## config.mk

```make
export PLATFORM = sky130hd
export DESIGN_NAME = pfs_sched
export DESIGN_NICKNAME = d
export VERILOG_FILES = /design/src/rtl/pfs_pkg.sv /design/src/rtl/pfs_queue.sv /design/src/rtl/pfs_warp_pick.sv /design/src/rtl/pfs_core_pick.sv /design/src/rtl/pfs_sched.sv
export SDC_FILE = /design/constraint.sdc
export NUM_CORES = 1
export LEC_CHECK = 0
export BUFFER_PORTS_ARGS = -buffer_cell sky130_fd_sc_hd__buf_2
export CAP_MARGIN = 10
export CELL_PAD_IN_SITES_DETAIL_PLACEMENT = 2
export CELL_PAD_IN_SITES_GLOBAL_PLACEMENT = 2
export CORE_MARGIN = 10
export CORE_UTILIZATION = 44
export DETAILED_ROUTE_END_ITERATION = 8
export HOLD_SLACK_MARGIN = 0.03
export PLACE_DENSITY = 0.89
export SYNTH_ARGS = -nofsm -noshare
export SYNTH_HDL_FRONTEND = slang
export SYNTH_SLANG_ARGS = --single-unit
```

## constraint.sdc

```tcl
create_clock -name clk_i -period 32.2 [get_ports clk_i]
set_input_delay 4.83 -clock clk_i [delete_from_list [all_inputs] [get_ports clk_i]]
set_output_delay 4.83 -clock clk_i [all_outputs]
set_load 0.02 [all_outputs]
```

## src/rtl/pfs_pkg.sv

```systemverilog
package pfs_pkg;
  // floor(sqrt(n)), bitwise
  function automatic int unsigned isqrt(input int unsigned n);
    int unsigned r;
    r = 0;
    for (int b = 15; b >= 0; b--) begin
      int unsigned t;
      t = r | (32'd1 << b);
      if (t * t <= n) r = t;
    end
    return r;
  endfunction
endpackage

```

## src/rtl/pfs_queue.sv

```systemverilog
module pfs_queue #(
  parameter  int DEPTH = 16,
  localparam int PTR_W = $clog2(DEPTH),
  localparam int CNT_W = $clog2(DEPTH + 1)
) (
  input  logic             clk_i,
  input  logic             rst_ni,
  input  logic             push_i,
  input  logic             hit_i,
  input  logic             pop_i,
  output logic [CNT_W-1:0] cnt_o,
  output logic             head_hit_o
);
  logic [DEPTH-1:0] mem_q;
  logic [PTR_W-1:0] rd_q, wr_q;
  logic [CNT_W-1:0] cnt_q;
  logic full, do_pop, do_push;

  function automatic logic [PTR_W-1:0] nxt(input logic [PTR_W-1:0] p);
    return (p == PTR_W'(DEPTH - 1)) ? '0 : p + 1'b1;
  endfunction

  assign full    = (cnt_q == CNT_W'(DEPTH));
  assign do_pop  = pop_i && (cnt_q != '0);
  assign do_push = push_i && (!full || do_pop);

  always_ff @(posedge clk_i or negedge rst_ni) begin
    if (!rst_ni) begin
      mem_q <= '0;
      rd_q  <= '0;
      wr_q  <= '0;
      cnt_q <= '0;
    end else begin
      if (do_push) begin
        mem_q[wr_q] <= hit_i;
        wr_q        <= nxt(wr_q);
      end
      if (do_pop) rd_q <= nxt(rd_q);
      case ({do_push, do_pop})
        2'b10:   cnt_q <= cnt_q + 1'b1;
        2'b01:   cnt_q <= cnt_q - 1'b1;
        default: cnt_q <= cnt_q;
      endcase
    end
  end

  assign cnt_o      = cnt_q;
  assign head_hit_o = mem_q[rd_q];

  p_no_overflow_r10: assert property (@(posedge clk_i) disable iff (!rst_ni)
    cnt_q <= CNT_W'(DEPTH));
  p_pop_nonempty_r8: assert property (@(posedge clk_i) disable iff (!rst_ni)
    pop_i |-> cnt_q != '0);
  p_idle_hold_r8: assert property (@(posedge clk_i) disable iff (!rst_ni)
    (!push_i && !pop_i) |=> $stable(cnt_q));
  p_push_pop_r9: assert property (@(posedge clk_i) disable iff (!rst_ni)
    (push_i && pop_i && cnt_q != '0) |=> $stable(cnt_q));
endmodule

```

## src/rtl/pfs_warp_pick.sv

```systemverilog
module pfs_warp_pick #(
  parameter  int NW     = 4,
  parameter  int QMAX   = 16,
  parameter  int M_LOG2 = 2,
  parameter  int FRAC_W = 8,
  localparam int CNT_W  = $clog2(QMAX + 1),
  localparam int WARP_W = (NW > 1) ? $clog2(NW) : 1,
  localparam int TAB_N  = (QMAX << M_LOG2) + 1,
  localparam int IDX_W  = $clog2(TAB_N),
  localparam int POT_W  = FRAC_W + $clog2(QMAX) + 1,
  localparam int SH     = 2 * FRAC_W - M_LOG2
) (
  input  logic [NW-1:0][CNT_W-1:0] cnt_i,
  input  logic [NW-1:0]            hit_i,
  output logic                     valid_o,
  output logic [WARP_W-1:0]        warp_o
);
  // pot_tab[k] = 2^FRAC_W * sqrt(k / 2^M_LOG2)
  logic [POT_W-1:0] pot_tab [TAB_N];
  for (genvar k = 0; k < TAB_N; k++) begin : g_tab
    assign pot_tab[k] = POT_W'(pfs_pkg::isqrt(32'(k) << SH));
  end

  always_comb begin
    logic [POT_W-1:0] best, drop;
    logic [IDX_W-1:0] hi, lo;
    valid_o = 1'b0;
    warp_o  = '0;
    best    = '0;
    for (int w = 0; w < NW; w++) begin
      hi   = IDX_W'(cnt_i[w]) << M_LOG2;
      lo   = hit_i[w] ? hi - IDX_W'(1 << M_LOG2) : hi - 1'b1;
      drop = pot_tab[hi] - pot_tab[lo];
      if (cnt_i[w] != '0 && (!valid_o || drop > best)) begin
        valid_o = 1'b1;
        best    = drop;
        warp_o  = WARP_W'(w);
      end
    end
  end
endmodule

```

## src/rtl/pfs_core_pick.sv

```systemverilog
module pfs_core_pick #(
  parameter  int NC     = 2,
  parameter  int TOL_W  = 8,
  localparam int CORE_W = (NC > 1) ? $clog2(NC) : 1
) (
  input  logic [NC-1:0]            pend_i,
  input  logic [NC-1:0][TOL_W-1:0] tol_i,
  output logic                     valid_o,
  output logic [CORE_W-1:0]        core_o
);
  always_comb begin
    logic [TOL_W-1:0] best;
    valid_o = 1'b0;
    core_o  = '0;
    best    = '0;
    for (int c = 0; c < NC; c++) begin
      if (pend_i[c] && (!valid_o || tol_i[c] < best)) begin
        valid_o = 1'b1;
        best    = tol_i[c];
        core_o  = CORE_W'(c);
      end
    end
  end
endmodule

```

## src/rtl/pfs_sched.sv

```systemverilog
module pfs_sched #(
  parameter  int NC     = 2,
  parameter  int NW     = 4,
  parameter  int QMAX   = 16,
  parameter  int TOL_W  = 8,
  parameter  int M_LOG2 = 2,
  parameter  int FRAC_W = 8,
  localparam int NQ     = NC * NW,
  localparam int CNT_W  = $clog2(QMAX + 1),
  localparam int CORE_W = (NC > 1) ? $clog2(NC) : 1,
  localparam int WARP_W = (NW > 1) ? $clog2(NW) : 1
) (
  input  logic                clk_i,
  input  logic                rst_ni,
  input  logic                ready_i,
  input  logic [NQ-1:0]       arr_valid_i,
  input  logic [NQ-1:0]       arr_hit_i,
  input  logic [NC*TOL_W-1:0] tol_i,
  output logic                grant_valid_o,
  output logic [CORE_W-1:0]   grant_core_o,
  output logic [WARP_W-1:0]   grant_warp_o,
  output logic                grant_hit_o
);
  logic [NQ-1:0][CNT_W-1:0]  cnt;
  logic [NQ-1:0]             head_hit;
  logic [NQ-1:0]             pop_vec;
  logic [NC-1:0]             pend;
  logic [NC-1:0][WARP_W-1:0] wsel;
  logic [NC-1:0][TOL_W-1:0]  tol;
  logic                      core_valid;
  logic [CORE_W-1:0]         core_sel;

  for (genvar q = 0; q < NQ; q++) begin : g_q
    pfs_queue #(.DEPTH(QMAX)) u_q (
      .clk_i     (clk_i),
      .rst_ni    (rst_ni),
      .push_i    (arr_valid_i[q]),
      .hit_i     (arr_hit_i[q]),
      .pop_i     (pop_vec[q]),
      .cnt_o     (cnt[q]),
      .head_hit_o(head_hit[q])
    );
    assign pop_vec[q] = grant_valid_o
                        && (int'(grant_core_o) == q / NW)
                        && (int'(grant_warp_o) == q % NW);
  end

  for (genvar c = 0; c < NC; c++) begin : g_core
    assign tol[c] = tol_i[c*TOL_W +: TOL_W];
    pfs_warp_pick #(.NW(NW), .QMAX(QMAX), .M_LOG2(M_LOG2), .FRAC_W(FRAC_W)) u_wp (
      .cnt_i  (cnt[c*NW +: NW]),
      .hit_i  (head_hit[c*NW +: NW]),
      .valid_o(pend[c]),
      .warp_o (wsel[c])
    );
  end

  pfs_core_pick #(.NC(NC), .TOL_W(TOL_W)) u_cp (
    .pend_i (pend),
    .tol_i  (tol),
    .valid_o(core_valid),
    .core_o (core_sel)
  );

  assign grant_valid_o = ready_i && core_valid;
  assign grant_core_o  = core_sel;
  assign grant_warp_o  = wsel[core_sel];
  assign grant_hit_o   = head_hit[int'(core_sel) * NW + int'(wsel[core_sel])];

  p_ready_gate_r8: assert property (@(posedge clk_i) disable iff (!rst_ni)
    grant_valid_o |-> ready_i);
  p_one_pop_r7: assert property (@(posedge clk_i) disable iff (!rst_ni)
    $onehot0(pop_vec));
  p_grant_nonempty_r4: assert property (@(posedge clk_i) disable iff (!rst_ni)
    grant_valid_o |-> cnt[int'(grant_core_o) * NW + int'(grant_warp_o)] != '0);
  for (genvar c = 0; c < NC; c++) begin : g_chk
    p_core_min_r3: assert property (@(posedge clk_i) disable iff (!rst_ni)
      (grant_valid_o && pend[c]) |-> tol[grant_core_o] <= tol[c]);
  end
endmodule

```

==> impl_metrics.csv, run 1 <==
group,metric,value,unit
status,status,"finished clean",
yosys,yosys.area.top_type,"dfrtp_1",
route,wl_per_cell,25.2,um
sta,fmax,54.0,MHz
clock_tree,cts.path.max_buffers,3,
yosys,async_flop_share,100,%
yosys,ys_types,95,
final_layout,nets,3282,
worst_setup_path,end_kind,"output port",
place,portBuffers,39,
sta,layout_min_cycle_time,18.53,ns
final_layout,area_growth,6.13,%
worst_setup_path,cp.depth,42,
place,place_ws,14.84,ns
die,die_w,260,um
worst_setup_path,worstPathRequired,27.37,ns
sta,clock_skew,0.0199,ns
clock_tree,cts_tree,"built",
yosys,synth_edf_count,0,
worst_setup_path,crit_slowest_cell,"xor2_1",
yosys,synth_area_leaders,"dfrtp_1 (23%), ha_1 (16%), nand2_1 (4.6%)",
yosys,synth_common_cells,"ha_1 (321), nand2_1 (312), nor2_1 (245)",
worst_hold_path,hold_depth,1,
sta,finalSetupTns,0,ns
worst_setup_path,critPathKind,"reg -> out",
die,rows,87,
final_layout,layout-drive-gt1-share,9.97,%
clock_tree,htree_levels,1,
yosys,synth_top_area_share,23.0,%
route,avgViaCountPerCell,6.44,
route,wl,93000,um
sta,setup_viol,0,
yosys,syn-cell-area,25300,um^2
clock_tree,clock_sinks,232,
place,gp_congestion,0.906,
global_routing,grt_pass1_wl,150000,um
yosys,synth.most_common_cell,"ha_1",
die,start_util,44.6,%
worst_setup_path,path_buf_inv,3,
yosys,ys.flop_type,"dfrtp_1",
sta,finalCritPeriodShare,57.5,%
yosys,synth-seq-cells,232,
worst_setup_path,r2r_cells,45,
sta,worst_slack,13.67,ns
worst_setup_path,slowest_delay,0.91,ns
global_routing,grt_max_degree,83,
worst_setup_path,cp.arrival,13.70,ns
global_routing,grt_pass1_vias,26200,
final_layout,n_antenna_cell,0,
sta,rsz0062_at_grt,"no",
run,cap_violations,0,
yosys,synth_fp_nets,3365,
clock_tree,cts_setup_buffers,0,
sta,max_slew_margin,17.2,%
clock_tree,postCtsHoldBufs,0,
yosys,seq_area_frac_synth,23.0,%
clock_tree,clkTransAtPathRegs,0.07,ns
yosys,avgSynthCellArea,8.41,um^2
place,hpwlAfterDp,65400,um
clock_tree,cts_root_buffer,"clkbuf_16",
clock_tree,cts_buffers,29,
sta,worst_slew_pin_slew,1.23,ns
global_routing,overflow,0,
die,ios,40,
route,drt_iter0_markers,1704,
sta,slew_viol_final,0,
worst_setup_path,crit_fanout,24,
route,ant_nets,0,
sta,finalHoldViolCount,0,
worst_setup_path,startpoint_type,"flop",
die,die_h,260,um
clock_tree,post_cts_resized,0,
route,drc,0,
route,firstDrtPassIters,5,
clock_tree,clock_latency,0.58,ns
die,core-area,56600,um^2
worst_hold_path,min_path_type,"reg -> reg",
worst_setup_path,cp_top_family,"compound AO/OA/AOI/OAI gates",
die,die_area,67400,um^2
global_routing,grt.total_usage,27.0,%
route,via_count,23800,
yosys,ys_warn_count,0,
yosys,netlist_instances,3001,
global_routing,antenna_found_initial,3,
==> cells in the final DEF (no fill, tap or decap), types with 52 or more instances in the layout <==
cell type,n
a21oi_1,193
dfrtp_1,232
ha_1,321
inv_1,136
mux2_2,102
nand2_1,312
nand3_1,103
nor2_1,245
nor3_1,70
o21ai_0,215
o31ai_1,52
xnor2_1,109
==> layer usage <==
metal	global-route usage, %	wire, um
met2	48.2	46800
met3	2.75	3780
met5	0	46
met1	33.3	39500
met4	9.05	2860
==> registers in the layout, summed over array words and instances, names as in the netlist <==
signal / count
g_q.u_q.cnt_o: 40
g_q.u_q.mem_q: 128
g_q.u_q.wr_q: 32
g_q.u_q.rd_q: 32
==> area by class of cell <==
type	count	area, um^2
Multi-Input combinational cell	2452	18200
Sequential cell	232	5810
Fill cell	6234	29800
Timing Repair Buffer	53	310
Clock buffer	37	816
Clock inverter	14	155
Inverter	150	568
Tap cell	756	946
==> path summary, 6_finish.rpt <==
kind	start	to	slack (ns)
min in group asynchronous	rst_ni	g_q[6].u_q.mem_q[2]$_DFFE_PN0P_	4.24
max in group asynchronous	rst_ni	g_q[0].u_q.wr_q[0]$_DFFE_PN0P_	26.39
max reg2reg	g_q[4].u_q.cnt_o[0]$_DFFE_PN0P_	g_q[4].u_q.cnt_o[3]$_DFFE_PN0P_	17.77
max	g_q[4].u_q.cnt_o[0]$_DFFE_PN0P_	grant_hit_o	13.67
min	g_q[6].u_q.mem_q[14]$_DFFE_PN0P_	g_q[6].u_q.mem_q[14]$_DFFE_PN0P_	0.49
min reg2reg	g_q[6].u_q.mem_q[14]$_DFFE_PN0P_	g_q[6].u_q.mem_q[14]$_DFFE_PN0P_	0.49
==> through the flow <==
| stage | hold WS (ns) | std cells | util [%] | area [um^2] |
|---|---|---|---|---|
| 2_1_floorplan | 0.452 | 3001 | - | 25300 |
| 3_3_place_gp | 0.465 | 3642 | 45.6 | 25800 |
| 3_5_place_dp | 0.478 | 3642 | 45.6 | 25800 |
| 4_1_cts | 0.496 | 3693 | 47.3 | 26800 |
| 5_1_grt | 0.516 | 3694 | 47.3 | 26800 |
| 6_report | 0.495 | 3694 | 47.3 | 26800 |
==> cell families (layout without fill, tap and decap cells) <==
family | Yosys count | after routing | share of synthesized area (%)
simple gates | 944 | 944 | 17.8
compound gates | 815 | 815 | 21.0
buf+inv | 317 | 254 | 4.97
xor+xnor | 147 | 147 | 5.10
mux | 214 | 214 | 11.5
fa+ha+maj | 332 | 332 | 16.7
flops | 232 | 232 | 23.0
Power of run 1 is not shown: default switching activity piles up to over one toggle a cycle in this logic, so the estimate is an artifact.
==> run 2, diff against run 1 <==
--- a/config.mk
+++ b/config.mk
@@ -10,10 +10,10 @@
 export CELL_PAD_IN_SITES_DETAIL_PLACEMENT = 2
 export CELL_PAD_IN_SITES_GLOBAL_PLACEMENT = 2
 export CORE_MARGIN = 10
-export CORE_UTILIZATION = 44
+export CORE_UTILIZATION = 37
 export DETAILED_ROUTE_END_ITERATION = 8
 export HOLD_SLACK_MARGIN = 0.03
-export PLACE_DENSITY = 0.89
+export PLACE_DENSITY = 0.8
 export SYNTH_ARGS = -nofsm -noshare
 export SYNTH_HDL_FRONTEND = slang
 export SYNTH_SLANG_ARGS = --single-unit
==> constraint.sdc (replaced) <==
create_clock -name clk_i -period 16.2 [get_ports clk_i]
set_input_delay 2.43 -clock clk_i [delete_from_list [all_inputs] [get_ports clk_i]]
set_output_delay 2.43 -clock clk_i [all_outputs]
set_load 0.02 [all_outputs]
==> impl_metrics.csv, run 2 (same netlist as run 1, synthesis figures left out) <==
group,metric,value,unit
place,hpwlAfterDp,62900,um
place,portBuffers,39,
global_routing,grt_pass1_wl,136000,um
final_layout,final_cell_mix,"ha_1 (320), nand2_1 (312), nor2_1 (245), dfrtp_1 (232), o21ai_0 (215)",
worst_hold_path,holdCritStartpoint,"g_q[6].u_q.mem_q[2]$_DFFE_PN0P_",
worst_setup_path,path_buf_inv,4,
die,die_area,79100,um^2
clock_tree,clkTransAtPathRegs,0.06,ns
worst_setup_path,critPathKind,"reg -> out",
sta,setup_viol,0,
route,avgViaCountPerCell,5.92,
die,die_w,281,um
worst_setup_path,end_kind,"output port",
final_layout,layout_commonest_cell,"ha_1",
worst_setup_path,worstPathRequired,13.77,ns
worst_setup_path,reg2reg_to,"g_q[6].u_q.cnt_o[3]$_DFFE_PN0P_",
place,gp_congestion,0.856,
sta,max_slew_margin,25.5,%
final_layout,largest-register,"g_q.u_q.mem_q",
die,start_util,37.5,%
sta,slew_viol_final,0,
route,drc,0,
place,place_ws,1.08,ns
global_routing,grt_max_degree,87,
final_layout,largest_reg_flops,128,
clock_tree,clock_sinks,232,
worst_setup_path,rrSetupSlack,3.24,ns
worst_setup_path,crit_fanout,19,
worst_hold_path,hold_depth,1,
global_routing,grt_pass1_vias,25000,
worst_hold_path,whs_endpoint,"g_q[6].u_q.mem_q[2]$_DFFE_PN0P_",
sta,fmax,66.2,MHz
worst_setup_path,r2r_start,"g_q[4].u_q.cnt_o[0]$_DFFE_PN0P_",
route,wl,82300,um
status,status,"finished clean",
worst_setup_path,cp_top_family,"compound AO/OA/AOI/OAI gates",
sta,worst_slew_pin_slew,1.11,ns
global_routing,overflow,0,
sta,finalHoldViolCount,0,
die,ios,40,
worst_hold_path,min_path_type,"reg -> reg",
clock_tree,htree_levels,1,
worst_setup_path,crit_slowest_cell,"mux4_2",
place,dp_cells,3759,
die,die_h,281,um
final_layout,nets,3281,
clock_tree,clock_latency,0.59,ns
run,cap_violations,0,
route,via_count,22600,
worst_setup_path,cpMostUsedCell,"ha_1",
die,core-area,67400,um^2
final_layout,finalNonFillerCells,3811,
sta,worst_slack,1.09,ns
sta,finalSetupTns,0,ns
worst_setup_path,startpoint_type,"flop",
final_layout,layout-drive-gt1-share,10.1,%
sta,rsz0062_at_grt,"no",
route,drt_iter0_markers,1263,
clock_tree,cts_buffers,29,
die,rows,95,
clock_tree,postCtsHoldBufs,0,
sta,layout_min_cycle_time,15.11,ns
clock_tree,cts_root_buffer,"clkbuf_16",
global_routing,antenna_found_initial,0,
worst_setup_path,cp.arrival,12.68,ns
worst_setup_path,slowest_delay,0.63,ns
worst_setup_path,r2r_cells,45,
route,ant_nets,0,
route,firstDrtPassIters,7,
route,wl_per_cell,21.6,um
final_layout,area_growth,6.92,%
global_routing,grt.total_usage,20.6,%
clock_tree,cts_tree,"built",
sta,finalCritPeriodShare,93.3,%
clock_tree,cts.path.max_buffers,3,
final_layout,n_antenna_cell,0,
sta,clock_skew,0.0288,ns
## run 2: how the worst max path moves through the flow
| stage | cells past startpoint | startpoint | end | slack (ns) |
|---|---|---|---|---|
| global route | 42 | g_q[0].u_q.cnt_o[0]$_DFFE_PN0P_ | grant_hit_o | 0.19 |
| finish | 40 | g_q[1].u_q.rd_q[0]$_DFFE_PN0P_ | grant_hit_o | 1.09 |
| global placement | 41 | g_q[1].u_q.rd_q[0]$_DFFE_PN0P_ | grant_hit_o | 1.50 |
| floorplan | 44 | g_q[1].u_q.rd_q[0]$_DFFE_PN0P_ | grant_hit_o | 3.22 |
| detailed placement | 39 | g_q[1].u_q.cnt_o[0]$_DFFE_PN0P_ | grant_hit_o | 1.08 |
| CTS | 39 | g_q[1].u_q.cnt_o[0]$_DFFE_PN0P_ | grant_hit_o | 0.42 |
## run 2: cell type report
cell class | count | area, um^2
timing repair buffer | 52 | 303
multi-input combinational | 2452 | 18200
sequential | 232 | 5810
fill | 7432 | 40400
clock inverter | 9 | 113
clock buffer | 43 | 868
tap | 873 | 1090
inverter | 150 | 568
## run 2: repair_timing
item,4_1_cts,5_1_grt
endpoints found under the setup margin,0,1
hold endpoints to repair,0,0
gates resized for setup,0,7
buffers inserted,0,0
## run 2: stage by stage
| step | utilization (%) | hold WS [ns] | instance area (um^2) |
|---|---|---|---|
| floorplan | - | 0.452 | 25300 |
| global placement | 38.5 | 0.466 | 26000 |
| detailed placement | 38.5 | 0.482 | 26000 |
| CTS | 40.0 | 0.503 | 27000 |
| global route | 40.1 | 0.510 | 27000 |
| finish | 40.1 | 0.499 | 27000 |
## run 2: layer usage
layer	global-route usage (%)	part of all wire, %	vias up
met5	0	0	-
met4	4.54	2.0	0
met3	2.05	2.4	92
met2	37.2	51	212
met1	26.0	45	11500
li1	-	-	10800
Power of run 2 is left out for the same reason.
